[src/rtl/dram_ref_pkg.sv]
package dram_ref_pkg;

  typedef enum logic [1:0] {
    SEQ_IDLE,
    SEQ_SETUP,
    SEQ_STROBE,
    SEQ_PRECH
  } seq_state_e;

  typedef enum logic [1:0] {
    PH_WAIT,
    PH_INIT,
    PH_RUN
  } phase_e;

  function automatic int unsigned cnt_w(input int unsigned n);
    return (n < 2) ? 1 : $clog2(n + 1);
  endfunction

endpackage

[src/rtl/ref_timebase.sv]
module ref_timebase
  import dram_ref_pkg::*;
#(
  parameter int unsigned STARTUP_CYC = 20000,
  parameter int unsigned TICK_CYC    = 1560
) (
  input  logic clk_i,
  input  logic rst_ni,
  input  logic run_i,
  output logic startup_done_o,
  output logic tick_o
);
  localparam int unsigned SW = cnt_w(STARTUP_CYC);
  localparam int unsigned TW = cnt_w(TICK_CYC);
  localparam logic [SW-1:0] ST_END = SW'(STARTUP_CYC - 1);
  localparam logic [TW-1:0] TK_END = TW'(TICK_CYC - 1);

  logic [SW-1:0] st_cnt_q;
  logic          st_done_q;
  logic [TW-1:0] iv_cnt_q;

  always_ff @(posedge clk_i or negedge rst_ni) begin
    if (!rst_ni) begin
      st_cnt_q  <= '0;
      st_done_q <= 1'b0;
    end else if (!st_done_q) begin
      if (st_cnt_q == ST_END) st_done_q <= 1'b1;
      else                    st_cnt_q  <= st_cnt_q + 1'b1;
    end
  end

  // interval counter restarts whenever run drops
  always_ff @(posedge clk_i or negedge rst_ni) begin
    if (!rst_ni)                          iv_cnt_q <= '0;
    else if (!run_i || iv_cnt_q == TK_END) iv_cnt_q <= '0;
    else                                  iv_cnt_q <= iv_cnt_q + 1'b1;
  end

  assign startup_done_o = st_done_q;
  assign tick_o         = run_i && (iv_cnt_q == TK_END);

endmodule

[src/rtl/ref_credit.sv]
module ref_credit
  import dram_ref_pkg::*;
#(
  parameter int unsigned MAX_PEND = 4
) (
  input  logic clk_i,
  input  logic rst_ni,
  input  logic inc_i,
  input  logic dec_i,
  output logic pending_o
);
  localparam int unsigned PW = cnt_w(MAX_PEND);
  localparam logic [PW-1:0] PMAX = PW'(MAX_PEND);

  logic [PW-1:0] cnt_q;

  always_ff @(posedge clk_i or negedge rst_ni) begin
    if (!rst_ni) begin
      cnt_q <= '0;
    end else if (inc_i && !dec_i) begin
      if (cnt_q != PMAX) cnt_q <= cnt_q + 1'b1;
    end else if (dec_i && !inc_i) begin
      if (cnt_q != '0) cnt_q <= cnt_q - 1'b1;
    end
  end

  assign pending_o = (cnt_q != '0);

endmodule

[src/rtl/ref_cycle_seq.sv]
module ref_cycle_seq
  import dram_ref_pkg::*;
#(
  parameter int unsigned ROW_W   = 10,
  parameter int unsigned T_SETUP = 1,
  parameter int unsigned T_RAS   = 6,
  parameter int unsigned T_CHR   = 2,
  parameter int unsigned T_RP    = 4
) (
  input  logic             clk_i,
  input  logic             rst_ni,
  input  logic             start_i,
  input  logic             ras_only_i,
  output logic             busy_o,
  output logic             done_o,
  output logic             ras_n_o,
  output logic             cs_n_o,
  output logic             we_n_o,
  output logic [ROW_W-1:0] addr_o
);
  localparam int unsigned MAX_A = (T_SETUP > T_RAS) ? T_SETUP : T_RAS;
  localparam int unsigned MAX_T = (MAX_A > T_RP) ? MAX_A : T_RP;
  localparam int unsigned CW    = cnt_w(MAX_T);
  localparam logic [CW-1:0] SU_END = CW'(T_SETUP - 1);
  localparam logic [CW-1:0] RS_END = CW'(T_RAS - 1);
  localparam logic [CW-1:0] RP_END = CW'(T_RP - 1);
  localparam logic [CW-1:0] CHR_LIM = CW'(T_CHR);

  seq_state_e       state_q;
  logic [CW-1:0]    cnt_q;
  logic             row_mode_q;
  logic [ROW_W-1:0] row_q;
  logic             last;
  logic             cs_act;

  always_comb begin
    case (state_q)
      SEQ_SETUP:  last = (cnt_q == SU_END);
      SEQ_STROBE: last = (cnt_q == RS_END);
      SEQ_PRECH:  last = (cnt_q == RP_END);
      default:    last = 1'b0;
    endcase
  end

  always_ff @(posedge clk_i or negedge rst_ni) begin
    if (!rst_ni) begin
      state_q    <= SEQ_IDLE;
      cnt_q      <= '0;
      row_mode_q <= 1'b0;
    end else begin
      case (state_q)
        SEQ_IDLE: if (start_i) begin
          state_q    <= SEQ_SETUP;
          cnt_q      <= '0;
          row_mode_q <= ras_only_i;
        end
        SEQ_SETUP:  if (last) begin state_q <= SEQ_STROBE; cnt_q <= '0; end
                    else cnt_q <= cnt_q + 1'b1;
        SEQ_STROBE: if (last) begin state_q <= SEQ_PRECH;  cnt_q <= '0; end
                    else cnt_q <= cnt_q + 1'b1;
        SEQ_PRECH:  if (last) begin state_q <= SEQ_IDLE;   cnt_q <= '0; end
                    else cnt_q <= cnt_q + 1'b1;
        default:    state_q <= SEQ_IDLE;
      endcase
    end
  end

  // own row counter, only stepped by RAS-only cycles; wraps naturally
  always_ff @(posedge clk_i or negedge rst_ni) begin
    if (!rst_ni)                row_q <= '0;
    else if (done_o && row_mode_q) row_q <= row_q + 1'b1;
  end

  assign cs_act  = !row_mode_q &&
                   ((state_q == SEQ_SETUP) || (state_q == SEQ_STROBE && cnt_q < CHR_LIM));
  assign busy_o  = (state_q != SEQ_IDLE);
  assign done_o  = (state_q == SEQ_PRECH) && last;
  assign ras_n_o = (state_q != SEQ_STROBE);
  assign cs_n_o  = !cs_act;
  assign we_n_o  = 1'b1;
  assign addr_o  = (row_mode_q && busy_o) ? row_q : '0;

endmodule

[src/rtl/dram_refresh_sched.sv]
module dram_refresh_sched
  import dram_ref_pkg::*;
#(
  parameter int unsigned STARTUP_CYC      = 20000,
  parameter int unsigned REF_INTERVAL_CYC = 1560,
  parameter bit          LOW_POWER        = 1'b0,
  parameter int unsigned INIT_REFRESHES   = 8,
  parameter int unsigned MAX_PEND         = 4,
  parameter int unsigned ROW_W            = 10,
  parameter int unsigned T_SETUP          = 1,
  parameter int unsigned T_RAS            = 6,
  parameter int unsigned T_CHR            = 2,
  parameter int unsigned T_RP             = 4
) (
  input  logic             clk_i,
  input  logic             rst_ni,
  input  logic             ras_only_i,
  input  logic             ref_gnt_i,
  input  logic             row_open_i,
  output logic             ref_req_o,
  output logic             ref_busy_o,
  output logic             init_done_o,
  output logic             ras_n_o,
  output logic             cs_n_o,
  output logic             we_n_o,
  output logic [ROW_W-1:0] addr_o
);
  localparam int unsigned TICK_CYC = LOW_POWER ? REF_INTERVAL_CYC * 8 : REF_INTERVAL_CYC;
  localparam int unsigned IW       = cnt_w(INIT_REFRESHES);
  localparam logic [IW-1:0] INIT_N = IW'(INIT_REFRESHES);

  phase_e        phase_q;
  logic [IW-1:0] init_left_q;
  logic          startup_done, tick, pending;
  logic          seq_busy, seq_done, start;
  logic          run;

  assign run = (phase_q == PH_RUN);

  ref_timebase #(
    .STARTUP_CYC(STARTUP_CYC),
    .TICK_CYC   (TICK_CYC)
  ) u_timebase (
    .clk_i         (clk_i),
    .rst_ni        (rst_ni),
    .run_i         (run),
    .startup_done_o(startup_done),
    .tick_o        (tick)
  );

  ref_credit #(
    .MAX_PEND(MAX_PEND)
  ) u_credit (
    .clk_i    (clk_i),
    .rst_ni   (rst_ni),
    .inc_i    (tick),
    .dec_i    (seq_done && run),
    .pending_o(pending)
  );

  ref_cycle_seq #(
    .ROW_W  (ROW_W),
    .T_SETUP(T_SETUP),
    .T_RAS  (T_RAS),
    .T_CHR  (T_CHR),
    .T_RP   (T_RP)
  ) u_seq (
    .clk_i     (clk_i),
    .rst_ni    (rst_ni),
    .start_i   (start),
    .ras_only_i(ras_only_i),
    .busy_o    (seq_busy),
    .done_o    (seq_done),
    .ras_n_o   (ras_n_o),
    .cs_n_o    (cs_n_o),
    .we_n_o    (we_n_o),
    .addr_o    (addr_o)
  );

  // init refreshes run without arbitration: no access may precede them
  always_comb begin
    start = 1'b0;
    if (!seq_busy) begin
      case (phase_q)
        PH_INIT: start = (init_left_q != '0);
        PH_RUN:  start = pending && ref_gnt_i && !row_open_i;
        default: start = 1'b0;
      endcase
    end
  end

  always_ff @(posedge clk_i or negedge rst_ni) begin
    if (!rst_ni) begin
      phase_q     <= PH_WAIT;
      init_left_q <= INIT_N;
    end else begin
      case (phase_q)
        PH_WAIT: if (startup_done) phase_q <= PH_INIT;
        PH_INIT: if (seq_done) begin
          init_left_q <= init_left_q - 1'b1;
          if (init_left_q == IW'(1)) phase_q <= PH_RUN;
        end
        PH_RUN:  phase_q <= PH_RUN;
        default: phase_q <= PH_WAIT;
      endcase
    end
  end

  assign init_done_o = run;
  assign ref_busy_o  = seq_busy;
  assign ref_req_o   = run && (pending || seq_busy);

endmodule

[config.mk]
export PLATFORM = sky130hd
export DESIGN_NAME = dram_refresh_sched
export DESIGN_NICKNAME = d
export VERILOG_FILES = /design/src/rtl/dram_ref_pkg.sv /design/src/rtl/ref_timebase.sv /design/src/rtl/ref_credit.sv /design/src/rtl/ref_cycle_seq.sv /design/src/rtl/dram_refresh_sched.sv
export SDC_FILE = /design/constraint.sdc
export NUM_CORES = 1
export LEC_CHECK = 0
export BUFFER_PORTS_ARGS = -buffer_cell sky130_fd_sc_hd__buf_2
export CAP_MARGIN = 20
export CORE_MARGIN = 2
export CORE_UTILIZATION = 48
export DETAILED_ROUTE_END_ITERATION = 8
export GPL_ROUTABILITY_DRIVEN = 1
export GPL_TIMING_DRIVEN = 0
export PLACE_DENSITY = 0.77
export SETUP_SLACK_MARGIN = 0.3
export SLEW_MARGIN = 20
export SYNTH_ARGS = -nofsm -noshare
export SYNTH_HDL_FRONTEND = slang
export SYNTH_SLANG_ARGS = --single-unit
export TNS_END_PERCENT = 5
[constraint.sdc]
create_clock -name clk_i -period 2.8 [get_ports clk_i]
set_input_delay 0.42 -clock clk_i [delete_from_list [all_inputs] [get_ports clk_i]]
set_output_delay 0.42 -clock clk_i [all_outputs]
set_load 0.05 [all_outputs]
**Word-level counts from Yosys, hierarchy flattened**

Cells that the tools add are included.

- Input bits: 5
- Word-level logic and storage cells: 99
- Bits in registers: 52
- Output and inout port bits: 16

- Bitwise gates (word level): 2
- Mux-type cells: 23
- Reductions and logical operators: 36
- Equality and inequality tests: 20
- Magnitude comparators: 1
- $add $sub $neg: 7

Operator list:

| operator | count |
|---|---|
| $mux 3 | 6 |
| $add 15x1->15 const B | 1 |
| $eq 15x15->1 const B | 1 |
| $mux 2 | 7 |
| $logic_and 1x1->1 | 12 |
| $add 11x1->11 const B | 1 |
| $eq 11x11->1 const B | 1 |
| $mux 11 | 1 |
| $add 10x1->10 const B | 1 |
| $mux 10 | 1 |
| $ne 2x2->1 const B | 5 |
| $ne 2x1->1 const B | 4 |
| $pmux 2 s4 | 1 |
| $add 3x1->3 const B | 2 |
| $eq 2x2->1 const B | 3 |
| $logic_not 1->1 | 6 |
| $pmux 2 s3 | 1 |
| $pmux 3 s2 | 1 |
| $reduce_and 2->1 | 3 |
| $reduce_and 3->1 | 2 |
| $reduce_bool 2->1 | 3 |
| $eq 2x1->1 const B | 2 |
| $eq 4x1->1 const B | 1 |
| $logic_not 2->1 | 2 |
| other kinds (16) | 21 |

**Depth between registers and ports, before layout**

Gate-level depths: netlist (run 1).

- Depth after elaboration: 8
- Gate-level depth with buffers: 12
- Gate-level depth less buffers: 11

**Cells and area by module**

Synthesis (run 1) repeated with hierarchy kept, for this count alone.

- Cells, all modules: 286
- Area total of the unflattened synthesis: 3035.4 µm²

Modules (own cells, without submodules):

| module | times used | area an instance (µm²) | cells each |
|---|---|---|---|
| ref_timebase | 1 | 1298.7 | 121 |
| ref_cycle_seq | 1 | 1076.0 | 100 |
| dram_refresh_sched | 1 | 409.1 | 36 |
| ref_credit | 1 | 251.5 | 29 |

**Worst setup path before layout (run 1)**

OpenSTA, ideal clock, no wires.

- Path type: register to output
- Start: reg phase_q[0]
- End: out ref_req_o
- Stages on the path, launching flop included: 4
- Data required time: 2.380 ns
- Setup slack: 0.117 ns
- Arrival: 2.263 ns
- Path buffers: 0
- Cell sequence: dfrtp_1 -> inv_1 -> ha_1 -> a21boi_0

- Cells in the longest elaborated chain, start to end: 2

Ends and longest elaborated chain:

| item | RTL line | source |
|---|---|---|
| start: declaration | dram_refresh_sched.sv:32 | `phase_e phase_q;` |
| start signal: assignment | dram_refresh_sched.sv:94 | `phase_q <= PH_WAIT;` |
| start signal: assignment | dram_refresh_sched.sv:98 | `PH_WAIT: if (startup_done) phase_q <= PH_INIT;` |
| start signal: assignment | dram_refresh_sched.sv:101 | `if (init_left_q == IW'(1)) phase_q <= PH_RUN;` |
| $eq 2x2->1 | dram_refresh_sched.sv:38 | `assign run = (phase_q == PH_RUN);` |
| via init_done_o | dram_refresh_sched.sv:22 | `output logic init_done_o,` |
| $logic_and 1x1->1 | dram_refresh_sched.sv:111 | `assign ref_req_o = run && (pending \|\| seq_busy);` |
| end: declaration | dram_refresh_sched.sv:20 | `output logic ref_req_o,` |

The timed path passes the listed nets, and every way through them passes these cells.

**Worst setup path in the final report (run 1)**

- Start: reg u_timebase.iv_cnt_q[6]
- End: reg u_credit.cnt_q[2]

- Cells in the longest elaborated chain, start to end: 6
- Elaborated cells between the ends (all ways): 10
- Classes of those cells: eq/ne (2); mux (1); reduce/logical (7)

Ends and longest elaborated chain:

| item | RTL line | source |
|---|---|---|
| start: declaration | ref_timebase.sv:20 | `logic [TW-1:0] iv_cnt_q;` |
| start signal: assignment | ref_timebase.sv:36 | `else iv_cnt_q <= iv_cnt_q + 1'b1;` |
| $eq 11x11->1 * | ref_timebase.sv:40 | `assign tick_o = run_i && (iv_cnt_q == TK_END);` |
| $logic_and 1x1->1 * | ref_timebase.sv:40 |  |
| $logic_not 1->1 | ref_credit.sv:22 | `end else if (dec_i && !inc_i) begin` |
| $logic_and 1x1->1 | ref_credit.sv:22 |  |
| $reduce_bool 2->1 (no source line) | - |  |
| $reduce_and 3->1 (no source line) | - |  |
| end signal: assignment | ref_credit.sv:21 | `if (cnt_q != PMAX) cnt_q <= cnt_q + 1'b1;` |
| end signal: assignment | ref_credit.sv:23 | `if (cnt_q != '0) cnt_q <= cnt_q - 1'b1;` |
| end: declaration | ref_credit.sv:15 | `logic [PW-1:0] cnt_q;` |

Every way passes the cells marked *; elsewhere a longest branch is shown, timed or not.
A chain may end at the register's enable or synchronous reset.

==> impl_metrics.json, run 1 <==
{
  "outcome": "completed",
  "setup_violations": 0,
  "worst-path-buf-inv": 1,
  "die_h_um": 80.23,
  "place_congestion": 0.7916,
  "cp_cell_sequence": "or4b_1, or4_4, nor2_2, xnor2_1, ha_2, inv_1, nor3_2, a211oi_1, a211oi_1",
  "vias_per_cell": 5.262,
  "pwr-share-clk": 0.363,
  "area_growth_pct": 13.01,
  "antennaDiodeCount": 0,
  "place.port_buffers": 19,
  "cts_tree": "built",
  "p_sw_mw": 0.2791,
  "die_w_um": 80.23,
  "synth.avg_cell_area_um2": 10.37,
  "clk_pin_slew_ps": 100,
  "drtIter0Drc": 100,
  "rsz0062_at_grt": "yes",
  "clk_latency_ps": 310,
  "grt_pass1_wl_mm": 8.618,
  "power_mw": 1.211,
  "slew_headroom": 0.4640,
  "detail-route-antenna-nets": 0,
  "htreeDepth": 2,
  "pin_count": 21,
  "netSwitchingFraction": 0.2306,
  "yosys_register_bits": 52,
  "p_leak_nw": 1.418,
  "finalCritPeriodShare": 0.8877,
  "clockBufferDepth": 2,
  "drv_cap": 0,
  "power.internal_mw": 0.9314,
  "worst_setup_path_start_kind": "flip-flop",
  "fin_crit_ps": 2486,
  "n_fill_cell": 481,
  "crit_path_max_incr_delay_ps": 510,
  "start_util": 0.5003,
  "grt_pass1_vias": 1937,
  "grt_overflow": 0,
  "cts_sinks": 52,
  "design.core.area_mm2": 0.005574,
  "synthesis.area_mm2": 0.002789,
  "hold_viol_final": 0,
  "cp_slowest_cell": "or4b_1",
  "die_area_mm2": 0.006436,
  "synthCells": 269,
  "wirelength_mm": 4.924,
  "p_comb_frac": 0.017,
  "worst_ep_arrival_time_ps": 2710,
  "p_per_area_mw_per_mm2": 384.1,
  "dp_hpwl_mm": 3.367,
  "fin_worst_skew_ps": 9.859,
  "routedWlPerCell_um": 13.17,
  "finalNetCount": 322,
  "cp-end-kind": "flip-flop",
  "drc_errors": 0,
  "cp.required_ps": 3030,
  "yosysSeqAreaShare": 0.4670,
  "async_flop_share": 1.000,
  "hold_path_class": "in2async",
  "ys_warn_count": 0,
  "rows": 27,
  "ys_types": 48,
  "antenna_found_initial": 0,
  "cp_top_family": "simple AND/OR/NAND/NOR gates",
  "grt_max_degree": 53,
  "grt_use_total": 0.1685,
  "syn_nets": 290,
  "maxSlewViolCount": 0,
  "fmax_mhz": 402.3,
  "cts_root_buffer": "clkbuf_8",
  "drive_above_1_share": 0.1854,
  "cts_inserted_buffers": 5,
  "tns_ps": 0,
  "ys.flop_type": "dfrtp_1",
  "crit_path_frequent_cell": "a211oi_1",
  "synth-edff-count": 0,
  "p_seq_frac": 0.620,
  "dr.pass1.iters": 4,
  "worst_pin_slew_ps": 799.2,
  "worst-path-max-fanout": 5,
  "vias": 1968,
  "ir_drop_mv": 0.2429,
  "criticalPathCategory": "reg2reg"
}
[sequential cells by signal, summed over array words and instances (netlist names)]
signal                     count
u_timebase.st_cnt_q           15
u_timebase.iv_cnt_q           11
u_seq.row_q                   10
init_left_q                    4
u_credit.cnt_q                 3
u_seq.cnt_q                    3
phase_q                        2
u_seq.state_q                  2
u_seq.row_mode_q               1
u_timebase.startup_done_o      1
[per-layer routing]
metal	vias to the layer above	global-route usage	share of wire
met4	0	0.06610	0.022
li1	992	-	-
met2	28	0.2783	0.47
met5	-	0	0
met3	11	0.03034	0.023
met1	937	0.2186	0.48
[area by class of cell]
| cell class | count | area (um2) | area share |
|---|---|---|---|
| multi-input combinational | 196 | 1431 | 0.4541 |
| clock inverter | 3 | 23.77 | 0.007543 |
| buffer | 5 | 31.28 | 0.009925 |
| clock buffer | 5 | 68.82 | 0.02183 |
| timing repair buffer | 25 | 142.6 | 0.04526 |
| tap | 72 | 90.09 | 0.02858 |
| inverter | 16 | 60.06 | 0.01906 |
| sequential | 52 | 1304 | 0.4137 |
[worst register-to-register path: stages (launching register included)]
cell and delay (ps):
dfrtp_2 440, or4b_1 510, or4_4 450, nor2_2 120, xnor2_1 140, ha_2 240, inv_1 50, nor3_2 180
a211oi_1 70, a211oi_1 200
[cell usage after synthesis (all sizes together), types with 2 or more instances]
library cell   n  share of area
or3            2         0.0045
inv           16          0.022
nor3           6          0.011
nand4          4         0.0090
xnor2         30          0.094
buf            3         0.0067
nor3b          2         0.0054
dfrtp         51           0.46
nor2b          2         0.0045
mux2           7          0.030
nand4b         3         0.0094
o21ai          5         0.0090
o22ai          2         0.0045
and3           8          0.018
nor2          19          0.026
nand3         15          0.027
a21oi          3         0.0054
ha            16          0.072
and4           3         0.0094
and2          12          0.027
clkbuf         2         0.0027
a211oi         2         0.0054
nand2         23          0.031
o31ai          2         0.0090
xor2           8          0.025
nor4b          2         0.0063
or4            2         0.0067
or4b           2         0.0072
[power groups by stage]
stage	Sequential, mW	Clock (mW)	Combinational, mW
global route	0.751	0.475	0.0247
finish	0.750	0.439	0.0209
CTS	0.750	0.446	0.0225
detailed placement	0.765	0	0.0225
global placement	0.765	0	0.0215
floorplan	0.765	0	0.00423
[final timing paths]
check	from	end	slack, ps	cells after the start
max	u_timebase.iv_cnt_q[6]	u_credit.cnt_q[2]	310	9
min	rst_ni	u_timebase.iv_cnt_q[9]	120	1
max reg2reg	u_timebase.iv_cnt_q[6]	u_credit.cnt_q[2]	310	9
min reg2reg	u_seq.row_q[9]	u_seq.row_q[9]	470	1
max in group asynchronous	rst_ni	u_timebase.iv_cnt_q[6]	2220	1
min in group clk_i	ras_only_i	u_seq.row_mode_q	340	2
[metrics by stage]
| step | hold WS (ps) | setup WS [ps] | utilization | cell area, um2 | std cells |
|---|---|---|---|---|---|
| after global placement | 451.2 | -13.51 | 0.5336 | 2974 | 360 |
| after detailed placement | 459.0 | -80.58 | 0.5340 | 2977 | 360 |
| after global routing | 183.0 | 172.8 | 0.5654 | 3152 | 374 |
| after CTS | 160.0 | 309.8 | 0.5585 | 3113 | 371 |
| after floorplan | 124.4 | 226.0 | - | 2789 | 269 |
| final | 124.5 | 314.3 | 0.5654 | 3152 | 374 |
[logic make-up after synthesis]
logic type | count (synthesis) | synth area share
xor gates and xnor gates | 38 | 0.1193
adders and majority gates | 16 | 0.07178
and+or+nand+nor | 111 | 0.2198
other | 1 | 0.001345
AOI/OAI and AO/OA | 22 | 0.05653
buffers and inverters | 21 | 0.03095
muxes | 8 | 0.03320
DFF | 52 | 0.4670
[cell usage in the layout (no fill, tap or decap), types with 2 or more instances in the layout]
master and instances:
or4b_1 2, and3_1 8, a211oi_1 2, or3_1 2
nor3b_1 2, nor2_1 18, nand4_1 4, nand4b_1 3
clkinvlp_4 2, and4_1 3, buf_4 10, nand3_1 15
xnor2_1 30, mux2_2 6, dfrtp_1 50, o21ai_0 4
buf_2 18, o22ai_1 2, and2_1 12, nor3_1 5
o31ai_2 2, a21oi_1 3, ha_1 15, inv_1 16
nor4b_1 2, clkbuf_8 5, nand2_1 23, nor2b_1 2
xor2_1 8
[what timing repair did]
| action | CTS | global route |
|---|---|---|
| hold endpoints to repair | 0 | 0 |
| resized for setup | 7 | 7 |
| hold buffers | 0 | 0 |
| cloned | 0 | 0 |
| endpoints found under the setup margin | 12 | 11 |
| buffers inserted | 3 | 3 |
| pin swaps | 3 | 4 |
(Power assumes the default switching activity.)
==> inputs of run 2 (changes only) <==
- PLACE_DENSITY: 0.77 -> 0.62
==> impl_metrics.json, run 2 (synthesis gave the netlist of run 1 again) <==
{
  "outcome": "completed",
  "pwr-share-clk": 0.369,
  "fin_worst_skew_ps": 9.154,
  "worstReg2RegStart": "u_timebase.iv_cnt_q[7]",
  "rsz0062_at_grt": "yes",
  "vias_per_cell": 5.237,
  "dp_hpwl_mm": 3.352,
  "fin_crit_ps": 2499,
  "n_fill_cell": 500,
  "p_seq_frac": 0.614,
  "ir_drop_mv": 0.2291,
  "post_dp_cell_area_mm2": 0.002977,
  "grt_pass1_wl_mm": 8.362,
  "tns_ps": 0,
  "p_comb_frac": 0.017,
  "final_cell_area_mm2": 0.003167,
  "worst-path-max-fanout": 5,
  "drive_above_1_share": 0.1815,
  "finalCritPeriodShare": 0.8926,
  "drtIter0Drc": 51,
  "antennaDiodeCount": 0,
  "mostFrequentLayoutCell": "dfrtp_1",
  "hold_viol_final": 0,
  "reg2regPathDepth": 9,
  "p_sw_mw": 0.2848,
  "area_growth_pct": 13.55,
  "htreeDepth": 2,
  "largest_register_ffs": 15,
  "worst_pin_slew_ps": 644.6,
  "slew_headroom": 0.5703,
  "detail-route-antenna-nets": 0,
  "r2r_end": "u_credit.cnt_q[2]",
  "cp_cell_sequence": "or4b_1, or4_4, nor2_2, xnor2_1, ha_2, inv_1, nor3_2, a211oi_1, a211oi_1",
  "cts_sinks": 52,
  "largest_registers": "u_timebase.st_cnt_q: 15 flops, u_timebase.iv_cnt_q: 11 flops, u_seq.row_q: 10 flops",
  "wirelength_mm": 4.913,
  "grt_use_total": 0.1639,
  "finalNetCount": 323,
  "clk_pin_slew_ps": 100,
  "drc_errors": 0,
  "p_leak_nw": 1.426,
  "cp_slowest_cell": "or4b_1",
  "die_w_um": 80.23,
  "drv_cap": 0,
  "worst_ep_arrival_time_ps": 2730,
  "pin_count": 21,
  "hold_path_class": "in2async",
  "routedWlPerCell_um": 13.10,
  "place.port_buffers": 19,
  "crit_path_max_incr_delay_ps": 480,
  "place_inst": 360,
  "cts_root_buffer": "clkbuf_8",
  "maxSlewViolCount": 0,
  "dr.pass1.iters": 4,
  "final_cell_mix": "dfrtp_1, xnor2_1, nand2_1",
  "die_h_um": 80.23,
  "die_area_mm2": 0.006436,
  "cts_inserted_buffers": 5,
  "regToRegSetupSlack_ps": 300,
  "antenna_found_initial": 0,
  "clk_latency_ps": 310,
  "rows": 27,
  "p_per_area_mw_per_mm2": 385.7,
  "critPathLaunch": "u_timebase.iv_cnt_q[7]",
  "vias": 1964,
  "start_util": 0.5003,
  "cts_tree": "built",
  "timing.final.ws_setup_ps": 300.7,
  "grt_max_degree": 53,
  "criticalPathCategory": "reg2reg",
  "final_util": 0.5681,
  "cp.required_ps": 3030,
  "cp-end-kind": "flip-flop",
  "power.internal_mw": 0.9367,
  "grt_pass1_vias": 1835,
  "netSwitchingFraction": 0.2332,
  "grt_overflow": 0,
  "clockBufferDepth": 2,
  "crit_path_frequent_cell": "a211oi_1",
  "postCtsHoldBufs": 0,
  "final_cells": 375,
  "setup_violations": 0,
  "fmax_mhz": 400.1,
  "pre_cts_ws_ps": -65.33,
  "place_congestion": 0.8297,
  "worst_setup_path_start_kind": "flip-flop",
  "top_register": "u_timebase.st_cnt_q",
  "design.core.area_mm2": 0.005574
}
-- run 2: cell count changes in the layout (fill, tap and decap cells not counted) --
cell,before,now
clkinvlp_4,2,1
dfrtp_1,50,51
clkinv_4,1,0
clkbuf_1,0,1
dfrtp_2,1,0
o31ai_2,2,1
inv_6,0,2
o31ai_4,0,1
clkbuf_2,1,0
clkbuf_4,0,1
-- run 2: layout make-up --
class	count	area [um2]	area share
plain buffers	5	30.03	0.009482
repair buffers	26	150.1	0.04741
inverters	16	60.06	0.01896
well taps	72	90.09	0.02845
multi-input cells	196	1440	0.4548
clock buffers	5	68.82	0.02173
flip-flops and latches	52	1303	0.4113
clock inverters	3	25.02	0.007902
-- run 2: worst max-delay path: cells and delay by family, from the launching register on --
family                   cells  cell delay (ps)
XOR/XNOR                     1              130
buffers and inverters        1               60
flip-flops                   1              440
AO/OA/AOI/OAI                2              310
AND/OR/NAND/NOR              4             1240
adder cells (fa/ha/maj)      1              240
-- run 2: worst max path at each step --
stage,end,slack [ps],cells after the start
2_1_floorplan,u_credit.cnt_q[2],230,11
3_3_place_gp,u_credit.cnt_q[2],-30,11
3_5_place_dp,u_credit.cnt_q[2],-70,11
4_1_cts,u_credit.cnt_q[2],310,11
5_1_grt,u_credit.cnt_q[2],150,10
6_report,u_credit.cnt_q[2],300,9
-- run 2: power by group through the flow --
| stage | Clock [mW] | Combinational [mW] | Sequential (mW) |
|---|---|---|---|
| floorplan | 0 | 0.00423 | 0.765 |
| global placement | 0 | 0.0223 | 0.765 |
| detailed placement | 0 | 0.0226 | 0.765 |
| CTS | 0.467 | 0.0228 | 0.751 |
| global route | 0.499 | 0.0250 | 0.751 |
| finish | 0.450 | 0.0207 | 0.750 |
-- run 2: layer usage --
layer,track usage,part of all wire,vias to the layer above
met5,0,0,-
met4,0.05085,0.013,0
met3,0.03371,0.032,6
met2,0.2650,0.46,30
met1,0.2213,0.49,940
li1,-,-,988
-- run 2: what timing repair did --
action	4_1_cts	5_1_grt
resized for setup	6	5
buffers inserted	6	1
setup endpoints to repair	12	11
pin swaps	2	6
-- run 2: through the flow --
stage,hold WS (ps),power [mW]
after CTS,164.5,1.241
after global routing,182.1,1.275
after detailed placement,454.7,0.7878
after floorplan,124.4,0.7697
after global placement,452.8,0.7875
final,115.9,1.222
